<file path="src/rtl/hold_pwm_pkg.sv">
package hold_pwm_pkg;

  // Division ratio selected by a prescaler code: 0 means stopped.
  function automatic int unsigned div_ratio(input logic [31:0] code);
    if (code == 32'd0) return 0;
    return 32'd1 << (code - 32'd1);
  endfunction

  // The counter has reached its top and wraps on this tick.
  function automatic logic wrap_hit(input logic [31:0] cnt, input logic [31:0] top);
    return cnt == top;
  endfunction

  // The counter meets the duty compare; only meaningful when duty < top.
  function automatic logic clear_hit(input logic [31:0] cnt,
                                     input logic [31:0] duty,
                                     input logic [31:0] top);
    return (cnt == duty) && (duty < top);
  endfunction

endpackage

</file>
<file path="src/rtl/hold_pwm_prescaler.sv">
module hold_pwm_prescaler
  import hold_pwm_pkg::*;
#(
  parameter int CODE_W = 4
) (
  input  logic              clk,
  input  logic              rst_n,
  input  logic              run,
  input  logic              clr,
  input  logic [CODE_W-1:0] code,
  output logic              tick
);
  localparam int MAX_CODE = (1 << CODE_W) - 1;
  localparam int PRE_W    = (MAX_CODE > 1) ? MAX_CODE - 1 : 1;
  localparam int RW       = PRE_W + 1;

  logic [PRE_W-1:0] pre_q;
  logic [RW-1:0]    ratio_m1;
  logic             code_live;

  always_comb begin
    ratio_m1  = RW'(div_ratio(32'(code)) - 32'd1);
    code_live = (code != '0);
    tick      = run && code_live && !clr && ({1'b0, pre_q} >= ratio_m1);
  end

  always_ff @(posedge clk or negedge rst_n) begin
    if (!rst_n)                               pre_q <= '0;
    else if (clr || !run || !code_live || tick) pre_q <= '0;
    else                                      pre_q <= pre_q + 1'b1;
  end

endmodule

</file>
<file path="src/rtl/hold_pwm_counter.sv">
module hold_pwm_counter
  import hold_pwm_pkg::*;
#(
  parameter int CNT_W    = 8,
  parameter int DEF_DUTY = 127,
  parameter int DEF_TOP  = 255
) (
  input  logic             clk,
  input  logic             rst_n,
  input  logic             start,
  input  logic             stop,
  input  logic             tick,
  input  logic [CNT_W-1:0] duty_in,
  input  logic [CNT_W-1:0] top_in,
  output logic [CNT_W-1:0] cnt_q,
  output logic [CNT_W-1:0] act_duty,
  output logic [CNT_W-1:0] act_top,
  output logic             wrap_ev,
  output logic             match_ev
);
  logic step;

  always_comb begin
    step     = tick && !start && !stop;
    wrap_ev  = step && wrap_hit(32'(cnt_q), 32'(act_top));
    match_ev = step && clear_hit(32'(cnt_q), 32'(act_duty), 32'(act_top));
  end

  always_ff @(posedge clk or negedge rst_n) begin
    if (!rst_n) begin
      cnt_q    <= '0;
      act_duty <= CNT_W'(DEF_DUTY);
      act_top  <= CNT_W'(DEF_TOP);
    end else if (stop) begin
      cnt_q <= '0;
    end else if (start || wrap_ev) begin
      cnt_q    <= '0;
      act_duty <= duty_in;
      act_top  <= top_in;
    end else if (step) begin
      cnt_q <= cnt_q + 1'b1;
    end
  end

endmodule

</file>
<file path="src/rtl/hold_pwm_driver.sv">
module hold_pwm_driver (
  input  logic clk,
  input  logic rst_n,
  input  logic start,
  input  logic stop,
  input  logic wrap_ev,
  input  logic match_ev,
  output logic out_q
);
  always_ff @(posedge clk or negedge rst_n) begin
    if (!rst_n)        out_q <= 1'b0;
    else if (stop)     out_q <= 1'b0;
    else if (start)    out_q <= 1'b1;
    else if (wrap_ev)  out_q <= 1'b1;
    else if (match_ev) out_q <= 1'b0;
  end
endmodule

</file>
<file path="src/rtl/hold_pwm_gen.sv">
module hold_pwm_gen #(
  parameter int CNT_W    = 8,
  parameter int CODE_W   = 4,
  parameter int DEF_DUTY = 127,
  parameter int DEF_TOP  = 255
) (
  input  logic              clk,
  input  logic              rst_n,
  input  logic              hold_start,
  input  logic              hold_stop,
  input  logic [CNT_W-1:0]  duty_in,
  input  logic [CNT_W-1:0]  top_in,
  input  logic [CODE_W-1:0] div_code,
  output logic              hold_out
);
  logic             run_q;
  logic             tick;
  logic             restart;
  logic             wrap_ev;
  logic             match_ev;
  logic [CNT_W-1:0] cnt_q;
  logic [CNT_W-1:0] act_duty;
  logic [CNT_W-1:0] act_top;

  assign restart = hold_start || hold_stop;

  always_ff @(posedge clk or negedge rst_n) begin
    if (!rst_n)          run_q <= 1'b0;
    else if (hold_stop)  run_q <= 1'b0;
    else if (hold_start) run_q <= 1'b1;
  end

  hold_pwm_prescaler #(.CODE_W(CODE_W)) u_pre (
    .clk  (clk),
    .rst_n(rst_n),
    .run  (run_q),
    .clr  (restart),
    .code (div_code),
    .tick (tick)
  );

  hold_pwm_counter #(.CNT_W(CNT_W), .DEF_DUTY(DEF_DUTY), .DEF_TOP(DEF_TOP)) u_cnt (
    .clk     (clk),
    .rst_n   (rst_n),
    .start   (hold_start),
    .stop    (hold_stop),
    .tick    (tick),
    .duty_in (duty_in),
    .top_in  (top_in),
    .cnt_q   (cnt_q),
    .act_duty(act_duty),
    .act_top (act_top),
    .wrap_ev (wrap_ev),
    .match_ev(match_ev)
  );

  hold_pwm_driver u_drv (
    .clk     (clk),
    .rst_n   (rst_n),
    .start   (hold_start),
    .stop    (hold_stop),
    .wrap_ev (wrap_ev),
    .match_ev(match_ev),
    .out_q   (hold_out)
  );

endmodule

</file>
<file path="config.mk">
export PLATFORM = sky130hd
export DESIGN_NAME = hold_pwm_gen
export DESIGN_NICKNAME = d
export VERILOG_FILES = /design/src/rtl/hold_pwm_pkg.sv /design/src/rtl/hold_pwm_prescaler.sv /design/src/rtl/hold_pwm_counter.sv /design/src/rtl/hold_pwm_driver.sv /design/src/rtl/hold_pwm_gen.sv
export SDC_FILE = /design/constraint.sdc
export NUM_CORES = 1
export LEC_CHECK = 0
export BUFFER_PORTS_ARGS = -buffer_cell sky130_fd_sc_hd__buf_2
export CAP_MARGIN = 20
export CORE_MARGIN = 5
export CORE_UTILIZATION = 30
export CTS_BUF_LIST = sky130_fd_sc_hd__clkbuf_8
export DETAILED_ROUTE_END_ITERATION = 10
export PLACE_DENSITY_LB_ADDON = 0.08
export SYNTH_ARGS = -nofsm -noshare
export SYNTH_HDL_FRONTEND = slang
export SYNTH_HIERARCHICAL = 1
export SYNTH_SLANG_ARGS = --single-unit
</file>
<file path="constraint.sdc">
create_clock -name clk -period 3.7 [get_ports clk]
set_input_delay 0.185 -clock clk [delete_from_list [all_inputs] [get_ports clk]]
set_output_delay 0.185 -clock clk [all_outputs]
set_load 0.01 [all_outputs]
</file>
==> out/metrics.yaml, run 1 <==
synth:
  synth_fa_ha_area_share_pct: 9.43
  ys_warn_count: 6
  ys_types: 59
  ys_async_sr_fraction_pct: 100
  synth-seq-cells: 40
  synth_fp_nets: 493
  synth.cell_area_mm2: 0.00371
  synth_edf_count: 0
  synth-xor-area-share_pct: 9.16
  synth.avg_cell_area_um2: 8.42
  synth-compound-area-share_pct: 19.9
  synth_ff_type: "dfrtp_1"
  synth_top_family_by_area: "simple AND/OR/NAND/NOR gates"
  yosys-top-cells-area: "dfrtp_1, dfstp_2, ha_1"
  syn_inst: 441
  synthMuxAreaShare_pct: 0.269
  synth_top_area_share_pct: 16.8
  yosysSeqAreaShare_pct: 27.5
  yosys.area_share.simple_pct: 27.4
  yosys.area.top_type: "dfrtp_1"
global_route:
  use_met3_pct: 3.03
  grt_usage_pct: 15.5
  grt_overflow: 0
  grt_util_met1_pct: 23.0
  antenna_found_initial: 0
  grtUsageMet2_pct: 23.3
  grt_pass1_wl_um: 18200
  grt_pass1_vias: 3382
  grt_max_degree: 41
  grt-busiest-layer: "met2"
worst_setup_path:
  path_cells: "buf_6 -> or4_4 -> nand3_4 -> or3_4 -> ha_4 -> inv_6 -> o31a_4 -> a21boi_2 -> ha_1 -> nand4_1 -> buf_4 -> nor3_4 -> a2111oi_2 -> a21oi_2 -> o311a_1 -> nor3b_4 -> and4_4 -> a311o_2 -> nor2_1"
  critical-path-max-stage-delay_ps: 550
  r2r_slack_ps: 930
  worstReg2RegEnd: "u_cnt/act_duty[7]"
  crit_arrival_ps: 4010
  r2r_cells: 11
  critical_path_class: "in -> reg"
  critPathTopFamily: "compound AO/OA/AOI/OAI gates"
  end_kind: "flop"
  critPathBufInv: 3
  reg2reg_from: "u_pre/pre_q[4]"
  cp_max_fo: 8
  cp.required_ps: 3930
  critPathLaunchType: "input port"
  cp_num_cells: 19
  critPathSlowestCell: "or4_4"
pwr:
  power.internal_mw: 0.853
  p_seq_share_pct: 39.4
  p_per_area_mw_per_mm2: 266
  total_power_mw: 1.24
  p_leak_nw: 1.91
  p_comb_share_pct: 28.6
  swShare_pct: 31.2
  peakVddDrop_mv: 0.117
  power_switching_mw: 0.387
  pwr-share-clk_pct: 32.0
timing:
  worst_hold_slack_ps: 136
  clock-skew-final_ps: 17.3
  finalCritPeriodShare_pct: 102
  worst_slack_ps: -84.9
  slew_headroom_pct: 44.5
  fmax_mhz: 264
  min_period_ps: 3780
  drv_slew: 0
  final-setup-viol-count: 25
  worst_slew_pin_slew_ps: 833
  grt_setup_unrepaired: "yes"
  tns_ps: -1030
  hold_viol: 0
clocking:
  clk_root_buffer_cell: "clkbuf_8"
  cts.sinks: 40
  cts_max_path_buffers: 2
  cts_tree: "built"
  clk_pin_slew_ps: 90
  numCtsBuffers: 5
  clk_latency_ps: 310
  h-tree-depth: 2
place:
  gp_congestion: 0.810
  placed_area_mm2: 0.00430
  dp_cells: 641
  place_hpwl_um: 7800
  portBuffers: 24
  dp_slack_ps: -525
floorplan:
  start_util_pct: 30.8
  num_rows: 40
  core_area_mm2: 0.0121
  die_w_um: 121
  dieArea_mm2: 0.0147
  io_pins: 25
  fp.dieH_um: 121
finish:
  final_area_mm2: 0.00466
  fin_cells: 662
  final_util_pct: 38.6
  drive_gt1_share_pct: 30.2
  area_delta_synth_final_pct: 25.4
  diodes: 0
  final_net_count: 545
  fillers: 1207
route:
  vias: 3513
  detail_route.wl_per_cell_um: 17.0
  dr.pass1.iters: 5
  ant_nets: 0
  drc: 0
  drt_wl_total_um: 11300
  vias_per_cell: 5.31
  drt-initial-drc-count: 451
status:
  outcome: "finished, violations left"
  violations: "negative setup slack"
worst_hold_path:
  hp-class: "in -> reg"
  holdPathStages: 3
  min_to: "u_cnt/act_duty[4]"
  hp-start: "duty_in[4]"
run:
  max_cap_violations: 0
[cell type report]
class / count / area [um2] / share of cell area [%]
inverter: 17 / 73.8 / 1.58
sequential: 40 / 1020 / 21.9
clock inverter: 2 / 38.8 / 0.833
tap: 168 / 210 / 4.51
multi-input combinational: 352 / 2640 / 56.6
timing repair buffer: 77 / 594 / 12.8
clock buffer: 6 / 82.6 / 1.77
[cell usage after synthesis, types with 2 or more instances]
cell type,number
or3_1,3
buf_6,4
o22ai_1,3
nor3_1,9
nand2_1,44
a21oi_1,11
a211oi_1,2
nand3_1,25
nand4_1,27
and4_1,2
xnor2_1,25
nor2b_1,29
dfrtp_1,25
o32ai_1,3
buf_2,11
a22oi_1,2
clkbuf_1,12
a222oi_1,16
nor2_1,30
inv_1,17
o21ai_0,28
o22ai_2,11
nor3b_2,2
xor2_1,12
clkbuf_2,2
nor4_1,3
ha_1,28
buf_4,2
dfstp_2,15
a2111oi_0,3
and2_1,3
nand2b_1,5
[flip-flops by register name (all words and copies together), names as in the netlist]
name / count
u_cnt/act_duty: 8
run_q: 1
u_drv/out_q: 1
u_cnt/cnt_q: 8
u_cnt/act_top: 8
u_pre/pre_q: 14
[kinds of logic (layout without fill, tap and decap cells)]
group                      Yosys count  after routing
buffers and inverters               49            102
AOI/OAI and AO/OA                   94             94
and+or+nand+nor                    191            191
xor gates and xnor gates            38             38
muxes                                1              1
DFF                                 40             40
adders and majority gates           28             28
[layer usage]
| metal | up-vias | wire length [um] | share of wire [%] |
|---|---|---|---|
| met5 | - | 0 | 0 |
| met4 | 0 | 140 | 1.2 |
| met3 | 10 | 558 | 4.9 |
| met2 | 81 | 4990 | 44 |
| met1 | 1702 | 5590 | 50 |
| li1 | 1720 | - | - |
[worst reg2reg max path, stage by stage (launching register included)]
cell	delay, ps
dfrtp_1	470
ha_1	370
o211a_1	150
o31ai_1	70
a221o_1	320
a21oi_2	150
o311a_1	190
nor3b_4	250
nand4_2	150
buf_12	190
a222oi_1	260
nand3_1	110
[worst max-delay path by stage]
stage | from | to | slack, ps
floorplan | div_code[0] | u_cnt/cnt_q[0] | -610
global placement | div_code[1] | u_cnt/cnt_q[6] | -450
detailed placement | div_code[1] | u_cnt/cnt_q[4] | -530
CTS | div_code[2] | u_cnt/act_duty[7] | -60
global route | div_code[1] | u_cnt/cnt_q[3] | -230
finish | div_code[1] | u_cnt/cnt_q[3] | -80
[power groups by stage]
stage / combinational [mW] / sequential, mW / clock, mW
floorplan: 0.219 / 0.488 / 0
global placement: 0.316 / 0.496 / 0
detailed placement: 0.319 / 0.496 / 0
CTS: 0.344 / 0.489 / 0.412
global route: 0.396 / 0.492 / 0.428
finish: 0.355 / 0.488 / 0.397
[what timing repair did]
item                                    in CTS  in global routing
hold buffers                                 0                  1
gates cloned                                 0                  0
endpoints found under the setup margin      25                 25
buffers inserted                             8                  3
hold endpoints to repair                     0                  9
gates resized for setup                     23                  9
pin swaps                                   16                 14
[cell usage in the layout, fill, tap and decap left out, types with 2 or more instances in the layout]
cell type  instances
buf_6              7
xnor2_1           25
buf_12             3
inv_6              2
dfstp_2           15
nor3_1             7
a22oi_1            2
nand4_1           27
o22ai_2           11
nor2_1            27
ha_4               3
xor2_1            12
buf_2             20
a2111oi_2          3
nor2_2             3
o21ai_1            2
nand2_2            3
inv_1             13
a222oi_1          16
nand2_4            2
nand2_1           41
o21ai_0           25
nor2b_1           28
or3_4              2
dfrtp_1           25
nand2b_1           5
ha_1              25
and2_1             3
nor3b_4            2
a21oi_1           11
nand3_1           24
inv_2              2
clkbuf_8           6
buf_4             46
o32ai_1            3
nor4_1             3
a211oi_1           2
o22ai_1            3
No activity file was read; power rests on OpenSTA's default activity.
==> inputs of run 2 (changes only) <==
--- a/config.mk
+++ b/config.mk
@@ -8,10 +8,10 @@
 export BUFFER_PORTS_ARGS = -buffer_cell sky130_fd_sc_hd__buf_2
 export CAP_MARGIN = 20
 export CORE_MARGIN = 5
-export CORE_UTILIZATION = 30
+export CORE_UTILIZATION = 52
 export CTS_BUF_LIST = sky130_fd_sc_hd__clkbuf_8
 export DETAILED_ROUTE_END_ITERATION = 10
-export PLACE_DENSITY_LB_ADDON = 0.08
+export PLACE_DENSITY_LB_ADDON = 0.05
 export SYNTH_ARGS = -nofsm -noshare
 export SYNTH_HDL_FRONTEND = slang
 export SYNTH_HIERARCHICAL = 1
==> run 2 against run 1 <==
The flow still finishes with violations (negative setup slack). Register-to-register slack worse by 80 ps. Clock-buffer cell count down 1. Core utilization up 28 points. Cell area down 1.8%. Hold slack worse by 130 ps. Worst setup slack worse by 36 ps. Total power down 0.48%. Die area down 39%. Critical endpoint is now u_cnt/act_top[0]. Largest cell class unchanged.
==> out/metrics.yaml, run 2 (synthesized netlist as in run 1, its figures left out) <==
status:
  outcome: "finished, violations left"
  violations: "negative setup slack"
clocking:
  numCtsBuffers: 5  # unchanged
  clk_latency_ps: 300  # about the same
  clk_pin_slew_ps: 90  # about the same
  cts.sinks: 40  # unchanged
  h-tree-depth: 2  # unchanged
  cts_max_path_buffers: 2  # unchanged
  holdBufCountCts: 0  # unchanged
  cts_tree: "built"
  clk_root_buffer_cell: "clkbuf_8"
worst_setup_path:
  cp_max_fo: 17  # +9
  r2r_cells: 10  # -1
  r2r_slack_ps: 850  # -80 ps
  critPathLaunchType: "input port"
  critPathLaunch: "div_code[1]"
  critical_path_class: "in -> reg"
  cp.required_ps: 3920  # about the same
  crit_arrival_ps: 4040  # +30 ps
  end_kind: "flop"
  reg2reg_from: "u_pre/pre_q[8]"
route:
  drt-initial-drc-count: 207  # -54%
  drc: 0  # unchanged
  vias: 3517  # +0.11%
  drt_wl_total_um: 10000  # -11%
  dr.pass1.iters: 6  # +1
  ant_nets: 0  # unchanged
  vias_per_cell: 6.02  # +13%
  detail_route.wl_per_cell_um: 17.1  # +0.65%
pwr:
  p_per_area_mw_per_mm2: 270  # +1.3%
  peakVddDrop_mv: 0.152  # +30%
  total_power_mw: 1.23  # -0.48%
  p_leak_nw: 1.89  # -1.1%
floorplan:
  num_rows: 30  # -25%
  fp.dieH_um: 94.5  # -22%
  start_util_pct: 54.1  # +23 points
  dieArea_mm2: 0.00893  # -39%
  die_w_um: 94.5  # -22%
  io_pins: 25  # unchanged
  core_area_mm2: 0.00687  # -43%
timing:
  worst_slew_pin_slew_ps: 922  # +88.8 ps
  drv_slew: 0  # unchanged
  min_period_ps: 3820  # +35.6 ps
  clock-skew-final_ps: 9.51  # -7.78 ps
  final-setup-viol-count: 25  # unchanged
  grt_setup_unrepaired: "yes"
  finalCritPeriodShare_pct: 103  # +0.96 points
  worst_slack_ps: -121  # -35.6 ps
  hold_viol: 0  # unchanged
  slew_headroom_pct: 38.5  # -5.9 points
  fmax_mhz: 262  # -0.93%
global_route:
  grt_pass1_wl_um: 16600  # -8.9%
  grt_overflow: 0  # unchanged
  grt_max_degree: 41  # unchanged
  antenna_found_initial: 0  # unchanged
  grt_pass1_vias: 3484  # +3.0%
  grt_usage_pct: 22.9  # +7.4 points
run:
  max_cap_violations: 0  # unchanged
worst_hold_path:
  hp-class: "in -> async"
place:
  portBuffers: 24  # unchanged
  gp_congestion: 0.898  # +11%
  place_hpwl_um: 6960  # -11%
finish:
  diodes: 0  # unchanged
  final_util_pct: 66.6  # +28 points
  regMostFlops: "u_pre/pre_q"
  final_cell_mix: "buf_4, nand2_1, nor2b_1"
  drive_gt1_share_pct: 30.5  # +0.37 points
  final_common_cell: "buf_4"
  area_delta_synth_final_pct: 23.2
  largest_reg_flops: 14  # unchanged
  final_net_count: 539  # -1.1%
-- run 2: cell count changes in the layout (fill, tap and decap cells not counted), sizes merged --
cell,delta
buf,-5
clkbuf,-1
clkinvlp,+1
dlygate4sd3,-1
-- run 2: where the power goes --
| group | internal (mW) | total, mW | switching, mW |
|---|---|---|---|
| clock network | 0.204 | 0.384 | 0.181 |
| registers | 0.466 | 0.488 | 0.0219 |
| logic | 0.171 | 0.362 | 0.192 |
| total | 0.840 | 1.23 | 0.394 |
-- run 2: final timing paths --
check | to
max reg2reg | u_cnt/cnt_q[6]
max in group asynchronous | u_drv/out_q
min | u_pre/pre_q[3]
max | u_cnt/act_top[0]
min in group clk | u_cnt/act_duty[4]
min reg2reg | run_q
-- run 2: area by class of cell --
class / instances / area (um2)
clock buffers: 5 / 68.8
multi-input cells: 352 / 2700
fillers: 584 / 2290
well taps: 96 / 120
clock inverters: 3 / 46.3
repair buffers: 71 / 542
inverters: 17 / 76.3
flip-flops and latches: 40 / 1020
-- run 2: timing repair --
action | CTS | global route
setup endpoints to repair | 25 | 25
pin swaps | 8 | 27
gates resized for setup | 16 | 33
endpoints found under the hold margin | 0 | 0
buffers inserted | 6 | 8
-- run 2: worst max-delay path: stages --
cell,delay (ps)
buf_8,110
or4_4,560
nand3_4,100
or3_4,130
ha_4,180
clkinv_4,80
buf_6,120
o31a_4,340
a21boi_4,150
ha_4,300
nand4_1,150
a221o_1,320
a21oi_2,150
o311a_1,190
nor3b_4,230
nand4_2,140
buf_12,190
a222oi_1,260
nand3_1,140
-- run 2: stage by stage --
| step | worst slack (ps) | instance area [um2] | hold WS [ps] | TNS, ps | instances |
|---|---|---|---|---|---|
| after floorplan | -612 | 3870 | -111 | -13480 | 441 |
| after global placement | -399 | 4160 | 366 | -9060 | 563 |
| after detailed placement | -505 | 4170 | 362 | -11190 | 564 |
| after CTS | -71.3 | 4380 | 32.4 | -682 | 578 |
| after global routing | -319 | 4580 | 66.9 | -6730 | 584 |
| final | -121 | 4580 | 4.51 | -2060 | 584 |
-- run 2: routing by layer --
| metal | vias up | part of all wire, % | track usage [%] |
|---|---|---|---|
| li1 | 1712 | - | - |
| met1 | 1696 | 42 | 27.9 |
| met2 | 96 | 52 | 41.6 |
| met3 | 13 | 4.5 | 3.03 |
| met4 | 0 | 1.5 | 7.21 |
| met5 | - | 0 | 0 |
